### config.mk
export PLATFORM = sky130hd
export DESIGN_NAME = refclk_phase_aligner
export DESIGN_NICKNAME = d
export VERILOG_FILES = /design/src/rtl/clkal_pkg.sv /design/src/rtl/ref_edge_sync.sv /design/src/rtl/cpu_divider.sv /design/src/rtl/sys_clk_gen.sv /design/src/rtl/lock_detect.sv /design/src/rtl/refclk_phase_aligner.sv
export SDC_FILE = /design/constraint.sdc
export NUM_CORES = 1
export LEC_CHECK = 0
export CORE_MARGIN = 8
export CORE_UTILIZATION = 41
export CTS_BUF_LIST = sky130_fd_sc_hd__clkbuf_2 sky130_fd_sc_hd__clkbuf_4 sky130_fd_sc_hd__clkbuf_8
export DETAILED_ROUTE_END_ITERATION = 10
export PLACE_DENSITY = 0.66
export SLEW_MARGIN = 20
export SYNTH_ARGS = -nofsm -noshare
export SYNTH_HDL_FRONTEND = slang
export SYNTH_SLANG_ARGS = --single-unit
export TNS_END_PERCENT = 50
### constraint.sdc
create_clock -name clk -period 1.6 [get_ports clk]
set_input_delay 0.24 -clock clk [delete_from_list [all_inputs] [get_ports clk]]
set_output_delay 0.24 -clock clk [all_outputs]
set_load 0.02 [all_outputs]
### src/rtl/clkal_pkg.sv
package clkal_pkg;

    localparam int DIV_FULL   = 1;
    localparam int DIV_DOUBLE = 2;
    localparam int DIV_MODULE = 4;
    localparam int MAX_DIV    = DIV_MODULE;
    localparam int DIV_W      = (MAX_DIV > 2) ? $clog2(MAX_DIV) : 1;

    localparam logic [2:0] MODE_DOUBLE = 3'b000;
    localparam logic [2:0] MODE_CHIP   = 3'b001;
    localparam logic [2:0] MODE_MODULE = 3'b010;
    localparam logic [2:0] MODE_SYSRST = 3'b011;
    localparam logic [2:0] MODE_NORMAL = 3'b101;

    typedef struct packed {
        logic             valid;
        logic             sys_hold;
        logic [DIV_W-1:0] last;
    } mode_cfg_t;

    function automatic logic [DIV_W-1:0] ratio_last(input int ratio);
        return DIV_W'(ratio - 1);
    endfunction

    function automatic mode_cfg_t decode_mode(input logic [2:0] m);
        mode_cfg_t c;
        c = '0;
        case (m)
            MODE_NORMAL, MODE_CHIP: begin
                c.valid = 1'b1;
                c.last  = ratio_last(DIV_FULL);
            end
            MODE_DOUBLE: begin
                c.valid = 1'b1;
                c.last  = ratio_last(DIV_DOUBLE);
            end
            MODE_MODULE: begin
                c.valid = 1'b1;
                c.last  = ratio_last(DIV_MODULE);
            end
            MODE_SYSRST: begin
                c.valid    = 1'b1;
                c.sys_hold = 1'b1;
                c.last     = ratio_last(DIV_FULL);
            end
            default: c = '0;
        endcase
        return c;
    endfunction

endpackage

### src/rtl/ref_edge_sync.sv
module ref_edge_sync #(
    parameter int STAGES = 2
) (
    input  logic clk,
    input  logic rst,
    input  logic ref_async,
    output logic rise,
    output logic rise_d
);
    logic [STAGES-1:0] chain;
    logic              last_q;

    always_ff @(posedge clk) begin
        if (rst) begin
            chain  <= '0;
            last_q <= 1'b0;
            rise_d <= 1'b0;
        end else begin
            chain  <= {chain[STAGES-2:0], ref_async};
            last_q <= chain[STAGES-1];
            rise_d <= rise;
        end
    end

    assign rise = chain[STAGES-1] & ~last_q;

    // edge pulse lasts exactly one cycle
    assert_rise_single_R3: assert property (@(posedge clk) disable iff (rst)
        rise |=> !rise);

endmodule

### src/rtl/cpu_divider.sv
module cpu_divider
    import clkal_pkg::*;
(
    input  logic             clk,
    input  logic             rst,
    input  logic             run,
    input  logic [DIV_W-1:0] last,
    input  logic             stretch_req,
    output logic             tick,
    output logic             cpu_en
);
    logic [DIV_W-1:0] cdiv;
    logic             pend;
    logic             at_last;
    logic             pend_eff;

    always_comb begin
        at_last  = run && (cdiv >= last);
        pend_eff = pend | stretch_req;
        tick     = at_last && !pend_eff;
    end

    always_ff @(posedge clk) begin
        if (rst || !run) begin
            cdiv   <= '0;
            pend   <= 1'b0;
            cpu_en <= 1'b0;
        end else begin
            cpu_en <= tick;
            if (at_last) begin
                pend <= 1'b0;
                if (!pend_eff) cdiv <= '0;
            end else begin
                cdiv <= cdiv + 1'b1;
                pend <= pend_eff;
            end
        end
    end

    // a stretch request suppresses the next CPU edge for any ratio
    assert_stretch_gap_R4: assert property (@(posedge clk) disable iff (rst)
        (stretch_req && cpu_en) |=> !cpu_en);

    // divider in reset produces no edges
    assert_stopped_quiet_R7: assert property (@(posedge clk) disable iff (rst)
        !run |=> !cpu_en);

endmodule

### src/rtl/sys_clk_gen.sv
module sys_clk_gen #(
    parameter int SYS_DIV = 4
) (
    input  logic clk,
    input  logic rst,
    input  logic hold,
    input  logic tick,
    input  logic cpu_en,
    output logic sysclk_out,
    output logic sys_edge
);
    localparam int CNT_W = (SYS_DIV > 2) ? $clog2(SYS_DIV) : 1;
    localparam int LAST  = SYS_DIV - 1;
    localparam int HALF  = SYS_DIV / 2;

    logic [CNT_W-1:0] scnt;
    logic [CNT_W-1:0] nxt;

    always_comb begin
        nxt = (scnt == CNT_W'(LAST)) ? '0 : scnt + 1'b1;
    end

    always_ff @(posedge clk) begin
        if (rst || hold) begin
            scnt       <= CNT_W'(LAST);
            sysclk_out <= 1'b0;
            sys_edge   <= 1'b0;
        end else if (tick) begin
            scnt       <= nxt;
            sysclk_out <= (nxt < CNT_W'(HALF));
            sys_edge   <= (scnt == CNT_W'(LAST));
        end else begin
            sys_edge   <= 1'b0;
        end
    end

    // system clock moves only with a CPU edge unless forced by hold
    assert_moves_on_cpu_R5: assert property (@(posedge clk) disable iff (rst)
        !$stable(sysclk_out) |-> (cpu_en || $past(hold)));

    assert_edge_is_rise_R5: assert property (@(posedge clk) disable iff (rst)
        sys_edge |-> (sysclk_out && cpu_en));

    assert_hold_low_R6: assert property (@(posedge clk) disable iff (rst)
        hold |=> !sysclk_out);

endmodule

### src/rtl/lock_detect.sv
module lock_detect #(
    parameter int LOCK_EDGES = 2
) (
    input  logic clk,
    input  logic rst,
    input  logic clear,
    input  logic sys_edge,
    input  logic rise,
    input  logic rise_d,
    output logic locked
);
    localparam int CW = $clog2(LOCK_EDGES + 1);

    logic [CW-1:0] good;

    always_ff @(posedge clk) begin
        if (rst || clear) begin
            good <= '0;
        end else if (sys_edge) begin
            if (rise || rise_d)
                good <= (good == CW'(LOCK_EDGES)) ? good : good + 1'b1;
            else
                good <= '0;
        end
    end

    assign locked = (good == CW'(LOCK_EDGES));

    assert_lock_on_edge_R8: assert property (@(posedge clk) disable iff (rst)
        $rose(locked) |-> $past(sys_edge));

    assert_clear_unlocks_R8: assert property (@(posedge clk) disable iff (rst)
        clear |=> !locked);

endmodule

### src/rtl/refclk_phase_aligner.sv
module refclk_phase_aligner
    import clkal_pkg::*;
#(
    parameter int SYNC_STAGES = 2,
    parameter int SYS_DIV     = 4,
    parameter int LOCK_EDGES  = 2
) (
    input  logic       clk,
    input  logic       rst,
    input  logic       ref_in,
    input  logic [2:0] mode,
    output logic       cpu_en,
    output logic       sysclk_out,
    output logic       locked,
    output logic       mode_err
);
    mode_cfg_t cfg;
    logic      hold_sys;
    logic      ref_rise;
    logic      ref_rise_d;
    logic      tick;
    logic      sys_edge;
    logic      stretch_req;

    always_comb begin
        cfg         = decode_mode(mode);
        hold_sys    = !cfg.valid || cfg.sys_hold;
        stretch_req = ref_rise & sys_edge;
    end

    always_ff @(posedge clk) begin
        if (rst) mode_err <= 1'b0;
        else     mode_err <= !cfg.valid;
    end

    ref_edge_sync #(.STAGES(SYNC_STAGES)) u_sync (
        .clk       (clk),
        .rst       (rst),
        .ref_async (ref_in),
        .rise      (ref_rise),
        .rise_d    (ref_rise_d)
    );

    cpu_divider u_cpu (
        .clk         (clk),
        .rst         (rst),
        .run         (cfg.valid),
        .last        (cfg.last),
        .stretch_req (stretch_req),
        .tick        (tick),
        .cpu_en      (cpu_en)
    );

    sys_clk_gen #(.SYS_DIV(SYS_DIV)) u_sys (
        .clk        (clk),
        .rst        (rst),
        .hold       (hold_sys),
        .tick       (tick),
        .cpu_en     (cpu_en),
        .sysclk_out (sysclk_out),
        .sys_edge   (sys_edge)
    );

    lock_detect #(.LOCK_EDGES(LOCK_EDGES)) u_lock (
        .clk      (clk),
        .rst      (rst),
        .clear    (hold_sys),
        .sys_edge (sys_edge),
        .rise     (ref_rise),
        .rise_d   (ref_rise_d),
        .locked   (locked)
    );

    // an invalid mode never coexists with a CPU edge
    assert_err_blocks_cpu_R7: assert property (@(posedge clk) disable iff (rst)
        mode_err |-> !cpu_en);

endmodule

==> out/qor.yml <==
outcome:
  status: "complete, no violations"
sta:
  skew_ns: 0.00216
  fmax_ghz: 0.658
  post-route-min-period_ns: 1.52
  rsz0062_at_grt: "false"
  fin_crit_sh_pct: 94.9
  slew_violations: 0
  worst_pin_slew_ns: 0.309
  report.final.hold_viol_count: 0
  setup_viol: 0
  relSlewSlack_pct: 79.4
  tns_ns: 0
  setup_ws_ns: 0.0812
drt:
  num_vias: 529
  finalWirelength_mm: 1.29
  drc: 0
  dr.pass1.iters: 4
  drtIter0Drc: 3
  post_drt_wl_per_cell_um: 12.8
  drtAntennaViolNets: 0
  viasPerCell: 5.24
die:
  ios: 10
  row_count: 14
  fp.coreArea_sq_um: 1510
  die_h_um: 56.1
  start_util_pct: 43.8
  die_w_um: 56.1
  dieArea_sq_um: 3150
synthesis:
  synth.net_count: 76
  synth-compound-area-share_pct: 16.3
  synth_simple_gate_area_share_pct: 25.4
  synth_fa_ha_area_share_pct: 7.59
  synth_mux_area_share_pct: 2.28
  synth.largest_area_cell: "dfxtp_1"
  syn-mean-instance-area_sq_um: 9.99
  synth_area_sq_um: 659
  syn_inst: 66
  ys_ff_latch: 15
  yosysMostFrequentCell: "dfxtp_1"
  synth_warnings: 0
  netlist.area_leader.share_pct: 45.5
  yosysSeqAreaShare_pct: 45.5
  synth_edf_count: 0
  synth_top_family_by_area: "simple AND/OR/NAND/NOR gates"
  synth_top_flop_cell: "dfxtp_1"
  yosys-top-cells-area: "dfxtp_1, ha_1, nor2b_1, a21oi_1, inv_1"
  synth_common_cells: "dfxtp_1, inv_1"
  synth_xor_area_share_pct: 0
  synth_cell_type_count: 27
  async_flop_share_pct: 0
place:
  io_buffer_count: 9
  dp.cells: 96
  dpl_cell_area_sq_um: 807
  gp_congestion: 0.861
  post-place-ws_ns: -0.481
worst_setup_path:
  cp.arrival_ns: 1.71
  slowest_delay_ns: 0.33
  worstPathRequired_ns: 1.79
  path_cells: "inv_1 > ha_1 > nand2b_4 > a21o_4 > and3_4 > o211a_1"
  r2r_slack_ns: 0.08
  r2r-start: "u_cpu.cdiv[0]"
  crit_slowest_cell: "dfxtp_1"
  crit_path_start_kind: "register"
  endpoint_kind: "register"
  path_max_fanout: 4
  criticalPathCategory: "reg2reg"
  r2r_end: "u_sys.sysclk_out"
  rr_worst_depth: 6
final_layout:
  syn_to_final_growth_pct: 29.0
  diodes: 0
  stdcell_area_sq_um: 851
  stdcell_count: 101
  layout.nets: 96
  layout-drive-gt1-share_pct: 23.5
clocking:
  insertion_delay_ns: 0.28
  clock_path_buffers: 2
  clk_pin_slew_worst_paths_ns: 0.09
  cts_root_buf: "clkbuf_4"
  cts_buffers: 3
  clock_sinks: 15
  htreeDepth: 1
  cts_tree: "done"
hold_path:
  hold_path_end: "u_sync.chain[1]"
  hold_start: "u_sync.chain[0]"
  hold_depth: 1
  hold_class: "reg2reg"
run:
  maxCapViolCount: 0
global_route:
  overflow: 0
  grt_max_degree: 10
  gr-usage-all-layers_pct: 8.97
  grt_pass1_wl_mm: 2.37
  grt_pass1_vias: 585
  antenna_found_initial: 0
pwr:
  p_total_w: 0.000723
  ir_drop_mv: 0.472
  leakage_nw: 0.369
  p_per_area_nw_per_um2: 850
-- final cells by class --
cell class	count	area, sq um
Clock buffer	3	22.5
Fill cell	147	656
Inverter	5	18.8
Sequential cell	15	300
Timing Repair Buffer	15	131
Clock inverter	1	5.00
Multi-Input combinational cell	46	353
Tap cell	16	20.0
-- cell families after synthesis --
kind of cell	Yosys count
multiplexers	1
buffers and inverters	5
AND/OR/NAND/NOR	26
adder cells (fa/ha/maj)	4
flip-flops	15
AO/OA/AOI/OAI	15
-- metrics by stage --
stage	util [%]	hold WS, ns
2_1_floorplan	-	0.312
3_3_place_gp	53.6	0.418
3_5_place_dp	53.6	0.430
4_1_cts	56.5	0.451
5_1_grt	56.5	0.468
6_report	56.5	0.446
-- power breakdown --
part           total (W)  leakage, nW  internal (W)  switching, W
logic           0.000109        0.229     0.0000593     0.0000497
registers       0.000395        0.123      0.000388    0.00000741
clock network   0.000219       0.0177     0.0000929      0.000126
-- repair_timing --
action,in CTS,in global routing
setup endpoints to repair,6,0
hold buffers,0,0
resized for setup,6,0
setup buffers,1,0
-- how the worst max path moves through the flow --
| stage | startpoint | endpoint | slack [ns] | cells after the start |
|---|---|---|---|---|
| after floorplan | u_cpu.cdiv[0] | u_sys.sysclk_out | 0.04 | 6 |
| after global placement | mode[0] | u_sys.sysclk_out | -0.40 | 7 |
| after detailed placement | mode[0] | u_sys.sysclk_out | -0.48 | 7 |
| after CTS | u_cpu.cdiv[0] | u_sys.sysclk_out | 0.08 | 6 |
| after global routing | u_cpu.cdiv[0] | u_sys.scnt[1] | 0.01 | 7 |
| final | u_cpu.cdiv[0] | u_sys.sysclk_out | 0.08 | 6 |
-- cells in the final DEF, fill, tap and decap left out, types with 2 or more instances in the layout --
| cell type | synthesis | routed |
|---|---|---|
| dlygate4sd2_1 | 0 | 3 |
| ha_1 | 4 | 4 |
| clkbuf_4 | 0 | 3 |
| o211ai_1 | 2 | 2 |
| clkdlybuf4s50_1 | 0 | 6 |
| a21oi_1 | 4 | 4 |
| nor2b_1 | 4 | 4 |
| dfxtp_1 | 15 | 15 |
| nand2_1 | 4 | 4 |
| nor2_1 | 4 | 3 |
| buf_4 | 0 | 6 |
| a21oi_2 | 2 | 2 |
| nand4_1 | 2 | 2 |
| o21a_1 | 2 | 2 |
| nor4b_1 | 2 | 2 |
| inv_1 | 5 | 5 |
-- flip-flops by register name, indices dropped and copies added, names as in the netlist, 2 cells and up --
| register | count |
|---|---|
| u_sync.chain | 2 |
| u_sys.scnt | 2 |
| u_lock.good | 2 |
| u_cpu.cdiv | 2 |
-- routing by layer --
layer	vias up	GRT usage, %	part of all wire, %	routed length (um)
met5	-	0	0	0
met2	13	15.2	50	643
met3	4	3.88	7.0	90
met4	0	4.47	1.9	25
met1	238	9.09	41	533
li1	274	-	-	-
-- critical path: cells and delay by family, from the launching register on --
family,cells,cell delay (ns)
AOI/OAI and AO/OA,2,0.42
and+or+nand+nor,2,0.34
DFF,1,0.33
adders and majority gates,1,0.27
buffers and inverters,1,0.06
(Power assumes the default switching activity.)
